**src/rtl/pxu_pkg.sv**
```systemverilog
package pxu_pkg;
  localparam int ADDR_W     = 16;
  localparam int DATA_W     = 8;
  localparam int PAGE_W     = 4;
  localparam int OFFS_W     = ADDR_W - PAGE_W;
  localparam int NPAGES     = 1 << PAGE_W;
  localparam int TASK_W     = 4;
  localparam int PPN_W      = 4;
  localparam int LAYOUT_BIT = 5;
  localparam int PIN_W      = 8;   // pinned ROM region: top 2**PIN_W bytes

  localparam logic [ADDR_W-1:0] TASK_REG_ADDR = 16'hFF7F;

  typedef logic [PAGE_W-1:0] page_t;
endpackage

```
**src/rtl/pxu_regs.sv**
```systemverilog
module pxu_regs
  import pxu_pkg::*;
#(
  parameter int TASK_W = pxu_pkg::TASK_W
) (
  input  logic              clk,
  input  logic              rst_n,
  input  logic [ADDR_W-1:0] cpu_addr,
  input  logic              cpu_wr,
  input  logic [DATA_W-1:0] cpu_wdata,
  output logic [TASK_W-1:0] task_q,
  output logic              layout_q,
  output logic              map_we,
  output page_t             map_page
);
  logic              task_hit;
  logic [TASK_W-1:0] task_d;
  logic              layout_d;

  // decode of the write-only register block
  always_comb begin
    task_hit = cpu_wr && (cpu_addr == TASK_REG_ADDR);
    map_we   = cpu_wr && (cpu_addr[ADDR_W-1:PAGE_W] == '1);
    map_page = cpu_addr[PAGE_W-1:0];
  end

  // next state
  always_comb begin
    task_d   = task_q;
    layout_d = layout_q;
    if (task_hit) begin
      task_d   = cpu_wdata[TASK_W-1:0];
      layout_d = cpu_wdata[LAYOUT_BIT];
    end
  end

  // state
  always_ff @(posedge clk or negedge rst_n) begin
    if (!rst_n) begin
      task_q   <= '0;
      layout_q <= 1'b0;
    end else begin
      task_q   <= task_d;
      layout_q <= layout_d;
    end
  end
endmodule

```
**src/rtl/pxu_table.sv**
```systemverilog
module pxu_table
  import pxu_pkg::*;
#(
  parameter int TASK_W = pxu_pkg::TASK_W,
  parameter int PPN_W  = pxu_pkg::PPN_W
) (
  input  logic              clk,
  input  logic              we,
  input  logic [TASK_W-1:0] wr_task,
  input  page_t             wr_page,
  input  logic [PPN_W-1:0]  wr_ppn,
  input  logic [TASK_W-1:0] rd_task,
  input  page_t             rd_page,
  output logic [PPN_W-1:0]  rd_ppn
);
  localparam int NTASKS = 1 << TASK_W;

  // contents undefined after power-up; software loads them
  logic [PPN_W-1:0] ent_q [NTASKS][NPAGES];
  logic [PPN_W-1:0] row   [NPAGES];

  always_ff @(posedge clk) begin
    if (we) ent_q[wr_task][wr_page] <= wr_ppn;
  end

  // select the active task's row, then the page within it
  for (genvar p = 0; p < NPAGES; p++) begin : g_row
    assign row[p] = ent_q[rd_task][p];
  end

  assign rd_ppn = row[rd_page];
endmodule

```
**src/rtl/pxu_xlate.sv**
```systemverilog
module pxu_xlate
  import pxu_pkg::*;
#(
  parameter int PPN_W = pxu_pkg::PPN_W
) (
  input  logic                    [ADDR_W-1:0] cpu_addr,
  input  logic                    [PPN_W-1:0]  ppn,
  output logic [PPN_W+OFFS_W-1:0]              phys_addr,
  output logic                                 rom_sel
);
  logic pinned;

  always_comb begin
    pinned  = (cpu_addr[ADDR_W-1:PIN_W] == '1);
    rom_sel = pinned;
    if (pinned) phys_addr = {{PPN_W{1'b1}}, cpu_addr[OFFS_W-1:0]};
    else        phys_addr = {ppn, cpu_addr[OFFS_W-1:0]};
  end
endmodule

```
**src/rtl/page_xlat_unit.sv**
```systemverilog
module page_xlat_unit
  import pxu_pkg::*;
#(
  parameter int TASK_W = pxu_pkg::TASK_W,
  parameter int PPN_W  = pxu_pkg::PPN_W
) (
  input  logic                    clk,
  input  logic                    rst_n,
  input  logic [ADDR_W-1:0]       cpu_addr,
  input  logic                    cpu_wr,
  input  logic [DATA_W-1:0]       cpu_wdata,
  output logic [PPN_W+OFFS_W-1:0] phys_addr,
  output logic                    rom_sel,
  output logic                    rom_layout
);
  logic [TASK_W-1:0] task_q;
  logic              map_we;
  page_t             map_page;
  logic [PPN_W-1:0]  cur_ppn;

  pxu_regs #(.TASK_W(TASK_W)) i_regs (
    .clk      (clk),
    .rst_n    (rst_n),
    .cpu_addr (cpu_addr),
    .cpu_wr   (cpu_wr),
    .cpu_wdata(cpu_wdata),
    .task_q   (task_q),
    .layout_q (rom_layout),
    .map_we   (map_we),
    .map_page (map_page)
  );

  pxu_table #(.TASK_W(TASK_W), .PPN_W(PPN_W)) i_table (
    .clk    (clk),
    .we     (map_we),
    .wr_task(task_q),
    .wr_page(map_page),
    .wr_ppn (cpu_wdata[PPN_W-1:0]),
    .rd_task(task_q),
    .rd_page(cpu_addr[ADDR_W-1:OFFS_W]),
    .rd_ppn (cur_ppn)
  );

  pxu_xlate #(.PPN_W(PPN_W)) i_xlate (
    .cpu_addr (cpu_addr),
    .ppn      (cur_ppn),
    .phys_addr(phys_addr),
    .rom_sel  (rom_sel)
  );
endmodule

```
**config.mk**
```make
export PLATFORM = sky130hd
export DESIGN_NAME = page_xlat_unit
export DESIGN_NICKNAME = d
export VERILOG_FILES = /design/src/rtl/pxu_pkg.sv /design/src/rtl/pxu_regs.sv /design/src/rtl/pxu_table.sv /design/src/rtl/pxu_xlate.sv /design/src/rtl/page_xlat_unit.sv
export SDC_FILE = /design/constraint.sdc
export NUM_CORES = 1
export LEC_CHECK = 0
export BUFFER_PORTS_ARGS = -buffer_cell sky130_fd_sc_hd__buf_2
export CAP_MARGIN = 20
export CORE_ASPECT_RATIO = 0.9
export CORE_MARGIN = 2
export CORE_UTILIZATION = 55
export DETAILED_ROUTE_END_ITERATION = 8
export PLACE_DENSITY = 0.67
export SETUP_SLACK_MARGIN = 0.05
export SYNTH_ARGS = -nofsm -noshare
export SYNTH_HDL_FRONTEND = slang
export SYNTH_SLANG_ARGS = --single-unit
```
**constraint.sdc**
```tcl
create_clock -name clk -period 3.08 [get_ports clk]
set_input_delay 0.154 -clock clk [delete_from_list [all_inputs] [get_ports clk]]
set_output_delay 0.154 -clock clk [all_outputs]
set_load 0.03 [all_outputs]
```
# Yosys cells after proc, flatten, opt, wreduce, memory -nomap -nowiden
# Memory sizes are Yosys's and may differ from the RTL's.
# Cells that the tools add are included.
# Widths: inputs -> output; s select.
# totals
ff_bits,5
ram_bits,1024
elab_cells,22
n_memories,1
# op_classes
magnitude_cmp,3
n_eq_ne,3
muxes,8
n_bitwise,2
reduce_logical,3
# mem_list
name,words,width,read_ports,rd_ports_with_merged_regs,wr,line,text
i_table.ent_q,16,64,1,0,1,pxu_table.sv:19,logic [PPN_W-1:0] ent_q [NTASKS][NPAGES];
# ops
op,count
$mux 64,1
$bmux 4 s4,1
$demux 4 s4,1
$eq 16x16->1 const B,1
$mux 16,1
$eq 12x12->1 const B,1
$mux 4,3
$ge 5x5->1 const B,2
$not 4->5,2
$eq 8x8->1 const B,1
$lt 5x1->1 const B,1
$logic_and 1x1->1,3
$mux 1,1

# Logic depth before layout (Yosys ltp)
# Gate-level depths: netlist of run 1.
# logic_depth
ltp_word,6
depth_mapped,11
ltp_nobuf,7

# Hierarchy
# A second synthesis of run 1 with hierarchy kept.
# unflattened
hier_cells,2121
area_unflattened_um2,41005.6
# modules_own_cells
module,n_inst,cells_each,area_per_inst_um2
pxu_table,1,2081,40588.9
pxu_regs,1,21,267.8
pxu_xlate,1,19,148.9

# Worst setup path before layout of run 1
# OpenSTA, ideal clock, no wires.
# synth_path
path_kind,register to output
startpoint,register i_regs.task_q[1]
endpoint,output port phys_addr[14]
arrival_time_ps,2707
required_time_ps,2926
path_slack_ps,219
path_stages_with_launch,11
path_buffers,4
cell_sequence,dfrtp_1 -> buf_6 -> buf_12 -> buf_12 -> buf_12 -> mux2i_1 -> a221oi_1 -> o21ai_1 -> a221oi_1 -> nor3_1 -> nor4_1
# synth_via
elab_chain_len,5
# synth_lines
item,line,text
start: declaration,pxu_regs.sv:11,"output logic [TASK_W-1:0] task_q,"
start signal: assignment,pxu_regs.sv:43,task_q <= task_d;
$mem_v2 16x64,n/a,
$bmux 4 s4,pxu_table.sv:31,assign rd_ppn = row[rd_page];
$mux 4 (not written as such) (2 in a row),pxu_table.sv:31,
$mux 16,pxu_xlate.sv:16,"if (pinned) phys_addr = {{PPN_W{1'b1}}, cpu_addr[OFFS_W-1:0]};"
end: declaration,page_xlat_unit.sv:12,"output logic [PPN_W+OFFS_W-1:0] phys_addr,"
# Every way passes these cells. The select of a mux whose other input is x is not followed.

# Final worst setup path of run 1
# layout_path
startpoint,register i_regs.task_q[0]
endpoint,output port phys_addr[13]
# Same word-level chain as after synthesis.

==> results of run 1 <==
## worst max path at each step
stage / slack, ns / startpoint / endpoint / cells after the start
5_1_grt: -0.69 / i_regs.task_q[0] / phys_addr[12] / 11
6_report: -0.68 / i_regs.task_q[0] / phys_addr[13] / 10
2_1_floorplan: 0.22 / i_regs.task_q[1] / phys_addr[14] / 10
3_5_place_dp: -0.47 / i_regs.task_q[0] / phys_addr[13] / 10
3_3_place_gp: -0.48 / i_regs.task_q[0] / phys_addr[13] / 9
4_1_cts: -0.59 / i_regs.task_q[0] / phys_addr[13] / 10
## Yosys cell counts, drive strengths merged, types with 2 or more instances
master and count:
or3 2, edfxtp 1024, nand3 13, o221ai 47
a211o 8, a221oi 35, nor3b 2, o211ai 2
o21ai 29, or3b 2, a31oi 2, and3 2
mux2i 173, nand2 50, o22a 3, inv 4
nand3b 2, o311a 3, nand2b 4, o22ai 13
mux4 176, nand4 2, a2111oi 2, or2b 2
buf 92, clkinv 2, and4 2, dfrtp 5
a221o 2, nor2 273, a21oi 40, nor3 6
a22oi 15, mux2 12, a211oi 17, a22o 6
nor2b 8, clkbuf 59, and2 5
## worst max-delay path, cell delays in order (launching register included)
cell	delay (ns)
dfrtp_4	0.46
buf_6	0.16
buf_12	0.15
buf_6	0.16
mux4_2	0.54
a22o_1	0.29
a211oi_2	0.26
a21oi_1	0.09
a211oi_2	0.47
a211oi_4	0.15
buf_6	0.18
## kinds of logic (layout without fill, tap and decap cells)
group	after synthesis	in the layout	synth area share, %
muxes	361	361	14.5
buffers and inverters	158	464	3.08
and+or+nand+nor	377	377	3.77
DFF	1029	1029	74.4
AOI/OAI and AO/OA	232	232	4.20
## registers in the layout, summed over array words and instances, names as in the netlist
signal           flops
i_regs.layout_q      1
i_table.ent_q     1024
i_regs.task_q        4
## power by group through the flow
stage / registers (mW) / clock network (mW) / logic, mW
6_report: 15.4 / 11.9 / 0.563
5_1_grt: 15.4 / 12.5 / 0.590
4_1_cts: 15.4 / 12.0 / 0.548
3_5_place_dp: 15.7 / 0 / 0.507
3_3_place_gp: 15.7 / 0 / 0.493
2_1_floorplan: 15.7 / 0 / 0.140
## final cells by class
class	instances	area [µm²]	share of cell area, %
Clock inverter	57	589	1.23
Multi-Input combinational cell	970	9710	20.3
Clock buffer	123	2570	5.38
Tap cell	970	1210	2.54
Inverter	6	25.0	0.0524
Sequential cell	1029	30900	64.7
Timing Repair Buffer	278	2750	5.76
## through the flow
stage	area [µm²]	total power [mW]	std cells	setup WS, ns	TNS [ns]
after floorplan	41500	15.8	2157	0.219	0
after global placement	43800	16.2	3221	-0.484	-0.694
after detailed placement	43800	16.2	3221	-0.470	-1.19
after CTS	47500	27.9	3424	-0.588	-2.29
after global routing	47700	28.5	3433	-0.687	-2.67
final	47700	27.9	3433	-0.685	-2.56
## timing repair
action | 4_1_cts | 5_1_grt
hold endpoints to repair | 126 | 0
endpoints found under the setup margin | 4 | 4
gates cloned | 2 | 3
pin swaps | 18 | 16
buffers inserted | 15 | 6
resized for setup | 86 | 17
hold buffers | 7 | 0
## routing by layer
layer	GRT usage, %	routed length, µm	up-vias
met1	40.9	42900	11700
met3	6.46	11800	260
met4	10.7	4500	4
li1	-	-	9279
met2	43.4	50400	1355
met5	0	27	-
==> flow_summary.json, run 1 <==
{
  "totalWireLength_um": 110000,
  "rows": 95,
  "insertedDiodeCount": 0,
  "clock.fmax_ghz": 0.266,
  "dr.pass1.iters": 5,
  "via_per_inst": 6.57,
  "drt_iter0_markers": 3287,
  "synth_area_leader_cell": "edfxtp_1",
  "dieWidth_um": 294,
  "antenna_found_initial": 3,
  "core-area_um2": 74600,
  "leakagePower_nw": 14.6,
  "mostFrequentLayoutCell": "edfxtp_1",
  "synth_seq_cells": 1029,
  "yosysTopAreaCellShare_pct": 74.1,
  "p_sw_mw": 5.57,
  "status": "complete, but fails checks",
  "synth_seq_area_share_pct": 74.4,
  "p_seq_share_pct": 55.2,
  "ys_async_sr_fraction_pct": 0.486,
  "synthCells": 2157,
  "start_kind": "register",
  "syn_to_final_growth_pct": 15.0,
  "root_buffer": "clkbuf_16",
  "hp-class": "in2reg",
  "numPortBuffers": 41,
  "slew_viol_final": 0,
  "track_usage_pct": 28.5,
  "power_switching_share_pct": 20.0,
  "reg2reg_depth": 10,
  "rrSetupSlack_ns": 0.38,
  "p_comb_share_pct": 2.0,
  "syn-cell-area_um2": 41500,
  "worst_pin_slew_ns": 0.842,
  "worstSetupPathType": "reg2out",
  "place.gp.congestion": 0.907,
  "p_int_mw": 22.3,
  "fin_crit_sh_pct": 122,
  "clock_latency_ns": 0.67,
  "crit_arrival_ns": 3.61,
  "synth_ff_type": "edfxtp_1",
  "r2r-start": "i_regs.task_q[0]",
  "fin_crit_ns": 3.76,
  "gr-total-overflow": 0,
  "die_h_um": 265,
  "setup_ws_ns": -0.685,
  "grt_pass1_vias": 22500,
  "drive_gt1_share_pct": 25.1,
  "setup_viol": 4,
  "whs_path_depth": 3,
  "fin_hold_ws_ns": 0.225,
  "holdPathEnd": "i_regs.task_q[1]",
  "clockPowerShare_pct": 42.7,
  "wl_per_cell_um": 31.9,
  "synth-edff-count": 1024,
  "drc": 0,
  "max_cap_viol_count": 0,
  "dieArea_um2": 77700,
  "final_core_util_pct": 64.0,
  "required_ns": 2.93,
  "worstHoldStart": "cpu_addr[6]",
  "fin_nets": 2410,
  "ys_types": 70,
  "rsz0062_at_grt": "true",
  "cts_tree": "yes",
  "nFillCells": 5032,
  "synth.area.top_cells": "edfxtp_1 (74%), mux4_2 (6.6%), mux2i_1 (4.2%)",
  "dp_hpwl_um": 70500,
  "grt_max_degree": 89,
  "power_density_nw_per_um2": 584,
  "syn-num-nets": 2184,
  "antenna_left": 0,
  "cts_buffer_depth": 3,
  "skew_ns": 0.0282,
  "endpoint_kind": "output port",
  "cts_buffers": 98,
  "reg2reg_to": "i_table.ent_q[1][50]",
  "path_clk_slew_ns": 0.07,
  "mostFrequentLayoutCells": "edfxtp_1 (1,024), nor2_1 (271), mux2i_1 (173), buf_4 (173), mux4_2 (126)",
  "grt_pass1_wl_um": 157000,
  "cts_num_sinks": 1029,
  "io_pins": 45,
  "initial_core_util_pct": 55.6,
  "violations": "negative setup slack",
  "htreeDepth": 3,
  "hold_violations": 0,
  "ir_drop_mv": 0.584,
  "vias": 22600,
  "cp_max_fo": 8,
  "ys_warn_count": 0,
  "slew_headroom_pct": 43.6,
  "postSynthAreaPerCell_um2": 19.2
}
No activity file was read; power rests on OpenSTA's default activity.
==> run 2, diff against run 1 <==
RECOVER_POWER = 50   (was not set)
==> run 2 against run 1 <==
Compared with the run above:
- the flow finishes with violations (max-capacitance violations, max-slew violations, negative setup slack)
- wire length barely moved
- critical path depth did not move
- worst hold slack got worse by 0.030 ns
- clock power barely moved
- global-route usage did not move
- largest power group unchanged
- sequential power barely moved
- final cell count barely moved
- total power barely moved
- design area fell by 0.32%
- largest cell class unchanged
- sequential cell count did not move
- combinational power fell by 4.4%
==> flow_summary.json, run 2 (synthesis results as in run 1) <==
{
  "status": "complete, but fails checks",
  "violations": "max-capacitance violations, max-slew violations, negative setup slack",
  "skew_ns": 0.0286,
  "grt_max_degree": 89,
  "power_density_nw_per_um2": 585,
  "reg2reg_depth": 10,
  "worstSetupPathDepth": 10,
  "numPortBuffers": 41,
  "setup_viol": 4,
  "required_ns": 2.93,
  "cp.buffers_inverters": 4,
  "cts_buffer_depth": 3,
  "dr.pass1.iters": 6,
  "antenna_found_initial": 3,
  "initial_core_util_pct": 55.6,
  "io_pins": 45,
  "crit_arrival_ns": 3.58,
  "cpPeakStageDelay_ns": 0.55,
  "largest-register": "i_table.ent_q",
  "drc": 0,
  "wl_per_cell_um": 31.9,
  "cp_common_cell": "buf_6",
  "worstSetupEndpoint": "phys_addr[13]",
  "fin_area_um2": 47600,
  "total_power_mw": 27.8,
  "grt_pass1_wl_um": 157000,
  "place.gp.congestion": 0.907,
  "worstSetupPathType": "reg2out",
  "setup_ws_ns": -0.658,
  "slew_viol_final": 290,
  "cts_tree": "yes",
  "grt_use_met2_pct": 43.4,
  "antenna_left": 0,
  "reg2reg_to": "i_table.ent_q[1][50]",
  "rsz0062_at_grt": "true",
  "via_per_inst": 6.56,
  "gr-total-overflow": 0,
  "grtUsageMet1_pct": 40.9,
  "cp_max_fo": 8,
  "rows": 95,
  "rrSetupSlack_ns": 0.39,
  "max_cap_viol_count": 4,
  "leakagePower_nw": 14.5,
  "grt_pass1_vias": 22500,
  "endpoint_kind": "output port",
  "htreeDepth": 3,
  "top_regs": "i_table.ent_q: 1024 flops, i_regs.task_q: 4 flops, i_regs.layout_q: 1 flops",
  "hold_violations": 0,
  "dieWidth_um": 294,
  "r2r-start": "i_regs.task_q[0]",
  "dpl-instance-area_um2": 43800,
  "fin_crit_sh_pct": 121,
  "fin_nets": 2410,
  "drt_iter0_markers": 3193,
  "slew_headroom_pct": -58.0,
  "crit_path_start": "i_regs.task_q[0]",
  "ir_drop_mv": 0.585,
  "syn_to_final_growth_pct": 14.7,
  "largest_reg_flops": 1024,
  "met3_usage_pct": 6.46,
  "core-area_um2": 74600,
  "slowest_stage": "mux4_2",
  "critical_path.top_delay_family": "compound AO/OA/AOI/OAI gates",
  "cts_num_sinks": 1029,
  "path_clk_slew_ns": 0.07,
  "start_kind": "register",
  "drive_gt1_share_pct": 24.4,
  "mostFrequentLayoutCells": "edfxtp_1 (1,024), nor2_1 (271), mux2i_1 (173), buf_4 (169), mux4_2 (126)",
  "clock.fmax_ghz": 0.268,
  "root_buffer": "clkbuf_16",
  "top_usage_layer": "met2",
  "fin_crit_ns": 3.74,
  "hp-class": "in2reg",
  "track_usage_pct": 28.5,
  "cts_buffers": 98,
  "die_h_um": 265,
  "clock_latency_ns": 0.67,
  "dp_hpwl_um": 70500,
  "totalWireLength_um": 110000,
  "worst_pin_slew_ns": 2.37,
  "mostFrequentLayoutCell": "edfxtp_1",
  "worstPathCellList": "buf_6 -> buf_12 -> buf_6 -> mux4_2 -> a22o_1 -> a211oi_2 -> a21oi_1 -> a211oi_2 -> a211oi_4 -> buf_6",
  "vias": 22500,
  "dieArea_um2": 77700
}
[run 2: cell count changes in the layout (fill, tap and decap cells not counted)]
cell,before,now
diode_2,0,1
buf_2,33,19
clkbuf_2,0,8
buf_4,173,169
clkbuf_1,24,40
buf_6,14,11
buf_12,41,33
clkbuf_4,0,5
[run 2: metal layers]
layer / wire [µm] / vias to the layer above / share of wire (%)
li1: - / 9268 / -
met1: 42900 / 11700 / 39
met2: 50300 / 1314 / 46
met3: 11600 / 267 / 11
met4: 4690 / 2 / 4.3
met5: 13 / - / 0.012
[run 2: power breakdown]
part           leakage (nW)  internal (mW)  switching (mW)
clock                  1.53           6.76            5.14
combinational          3.75          0.117           0.421
sequential             9.26           15.4       0.0000587
total                  14.5           22.3            5.56
[run 2: worst min path at each step]
| stage | startpoint | to | slack (ns) | depth (start not counted) |
|---|---|---|---|---|
| 2_1_floorplan | rst_n | i_regs.layout_q | -0.14 | 0 |
| 3_3_place_gp | rst_n | i_regs.layout_q | 0.02 | 1 |
| 3_5_place_dp | rst_n | i_regs.layout_q | 0.02 | 1 |
| 4_1_cts | cpu_addr[6] | i_regs.task_q[1] | 0.14 | 3 |
| 5_1_grt | cpu_addr[6] | i_regs.task_q[1] | 0.22 | 3 |
| 6_report | cpu_addr[6] | i_regs.task_q[1] | 0.20 | 3 |
[run 2: through the flow]
stage,setup WS (ns),TNS (ns),std cells,util (%),hold WS (ns)
final,-0.658,-2.52,3434,63.7,0.195
after global routing,-0.687,-14.65,3433,63.7,0.221
after CTS,-0.588,-2.29,3424,63.7,0.144
after detailed placement,-0.470,-1.19,3221,58.6,0.0179
after global placement,-0.484,-0.694,3221,58.6,0.0161
after floorplan,0.219,0,2157,-,-0.142
[run 2: worst reg2reg max path, stage by stage (launching register included)]
cell,delay [ns]
dfrtp_4,0.46
buf_12,0.16
buf_16,0.16
inv_4,0.07
buf_12,0.15
buf_12,0.15
buf_4,0.15
nor2_1,0.22
nand2_1,0.11
buf_4,0.27
nor2_1,0.42
[run 2: cell type report]
cell class                      count  area, µm²
Antenna cell                        1       2.50
Clock buffer                      123       2570
Clock inverter                     57        589
Fill cell                        5057      27100
Inverter                            6       25.0
Multi-Input combinational cell    970       9710
Sequential cell                  1029      30900
Tap cell                          970       1210
Timing Repair Buffer              278       2590
[run 2: what timing repair did]
action,in CTS,in global routing
cloned,2,3
pin swaps,18,16
setup buffers,15,6
hold endpoints to repair,126,0
resized for setup,86,17
endpoints found under the setup margin,4,4
hold buffers,7,0
==> run 3, diff against run 2 <==
CORE_MARGIN = 1.5   (was 2)
CTS_CLUSTER_SIZE = 30   (was not set)
==> run 3 against run 2 <==
Compared with the run above:
- the run still ends with max-capacitance violations, max-slew violations, negative setup slack left
- total power is 2.4% higher
- largest cell class unchanged
- sequential power hardly changed
- wire length hardly changed
- via count is 0.60% higher
- clock skew is 0.0065 ns lower
==> flow_summary.json, run 3 (synthesis results as in run 1) <==
{
  "r2r-start": "i_regs.task_q[0]",
  "rsz0062_at_grt": "true",
  "grt_pass1_wl_um": 157000,
  "crit_path_start": "i_regs.task_q[0]",
  "grt_pass1_vias": 22500,
  "cts_buffer_depth": 3,
  "grt_max_degree": 107,
  "cp_max_fo": 10,
  "stdcell_count": 3466,
  "dieArea_um2": 77100,
  "max_cap_viol_count": 2,
  "mostFrequentLayoutCells": "edfxtp_1 (1,024), nor2_1 (271), buf_4 (184), mux2i_1 (171), mux4_2 (131)",
  "ir_drop_mv": 0.519,
  "via_per_inst": 6.54,
  "worstHoldStart": "cpu_addr[6]",
  "largest_reg_flops": 1024,
  "die_h_um": 264,
  "mostFrequentLayoutCell": "edfxtp_1",
  "top_regs": "i_table.ent_q: 1024 flops, i_regs.task_q: 4 flops, i_regs.layout_q: 1 flops",
  "drc": 0,
  "reg2reg_depth": 8,
  "worstSetupPathType": "reg2out",
  "rows": 95,
  "cts_tree": "yes",
  "fin_crit_ns": 3.57,
  "start_kind": "register",
  "nFillCells": 4974,
  "cpPeakStageDelay_ns": 0.56,
  "wl_per_cell_um": 31.6,
  "dp_hpwl_um": 68700,
  "place.gp.congestion": 0.906,
  "violations": "max-capacitance violations, max-slew violations, negative setup slack",
  "slew_headroom_pct": -64.4,
  "hold_violations": 0,
  "slew_viol_final": 224,
  "worstPathCellList": "buf_12 -> buf_16 -> buf_12 -> mux4_2 -> a22oi_2 -> nand2_1 -> o311a_1 -> o21ai_1 -> buf_4 -> a211oi_2 -> buf_4 -> buf_6",
  "insertedDiodeCount": 0,
  "setup_viol": 12,
  "path_clk_slew_ns": 0.07,
  "numPortBuffers": 41,
  "totalWireLength_um": 109000,
  "fin_nets": 2440,
  "drive_gt1_share_pct": 26.9,
  "cts_num_sinks": 1029,
  "core-area_um2": 74600,
  "clock_latency_ns": 0.67,
  "skew_ns": 0.0221,
  "dieWidth_um": 293,
  "slowest_stage": "mux4_2",
  "dr.pass1.iters": 6,
  "syn_to_final_growth_pct": 16.4,
  "vias": 22700,
  "worst_pin_slew_ns": 2.47,
  "htreeDepth": 3,
  "leakagePower_nw": 14.9,
  "endpoint_kind": "output port",
  "antenna_found_initial": 3,
  "hp-class": "in2reg",
  "gr-total-overflow": 0,
  "required_ns": 2.93,
  "whs_path_depth": 4,
  "antenna_left": 0,
  "initial_core_util_pct": 55.6,
  "drt_iter0_markers": 2890,
  "root_buffer": "clkbuf_16",
  "clock.fmax_ghz": 0.280,
  "track_usage_pct": 28.6,
  "status": "complete, but fails checks",
  "total_power_mw": 28.5,
  "dpl.cell_count": 3234,
  "crit_arrival_ns": 3.41,
  "cts_buffers": 99,
  "largest-register": "i_table.ent_q",
  "fin_crit_sh_pct": 116,
  "io_pins": 45,
  "setup_ws_ns": -0.489,
  "power_density_nw_per_um2": 590
}
-- run 3: final cells by class --
class / instances / area (µm²) / share of cell area [%]
Multi-Input combinational cell: 970 / 9820 / 20.3
Inverter: 6 / 22.5 / 0.0466
Clock buffer: 126 / 2680 / 5.55
Sequential cell: 1029 / 30900 / 63.9
Clock inverter: 58 / 676 / 1.40
Timing Repair Buffer: 307 / 3020 / 6.25
Tap cell: 970 / 1210 / 2.51
-- run 3: timing repair --
item / CTS / global route
buffers inserted: 27 / 11
cloned: 11 / 1
endpoints found under the setup margin: 92 / 4
hold buffers: 5 / 0
gates resized for setup: 119 / 38
endpoints found under the hold margin: 131 / 0
pin swaps: 31 / 13
-- run 3: metal layers --
metal	part of all wire, %	global-route usage, %
met1	39	40.9
met2	46	43.4
met3	11	7.35
met4	3.7	9.56
met5	0.034	0
-- run 3: stage by stage --
step	TNS, ns	hold slack, ns	util [%]	setup WS [ns]	cell area, µm²
6_report	-2.05	0.0687	64.7	-0.489	48300
5_1_grt	-2.04	0.0685	64.7	-0.523	48300
4_1_cts	-1.96	0.00657	64.6	-0.526	48300
3_5_place_dp	-2.23	0.0199	58.7	-0.173	43800
3_3_place_gp	-0.357	0.0168	58.7	-0.184	43800
2_1_floorplan	0	-0.142	-	0.219	41500
-- run 3: path summary, 6_finish.rpt --
kind | to | slack [ns]
min in group asynchronous | i_regs.task_q[3] | 0.60
setup / recovery | phys_addr[15] | -0.49
hold / removal | i_regs.task_q[3] | 0.07
hold reg to reg | i_regs.layout_q | 0.53
setup reg to reg | i_table.ent_q[10][30] | -0.03
max in group asynchronous | i_regs.task_q[0] | 2.09
-- run 3: power by group --
group | internal, mW | switching [mW] | leakage [nW]
clock | 7.35 | 5.20 | 1.64
sequential | 15.4 | 0.0000643 | 9.26
combinational | 0.123 | 0.430 | 3.99
-- run 3: worst max-delay path, delay by kind of cell (launching register included) --
family | cells | cell delay [ns]
AOI/OAI and AO/OA | 4 | 0.66
buffers and inverters | 6 | 0.96
DFF | 1 | 0.46
muxes | 1 | 0.56
and+or+nand+nor | 1 | 0.11
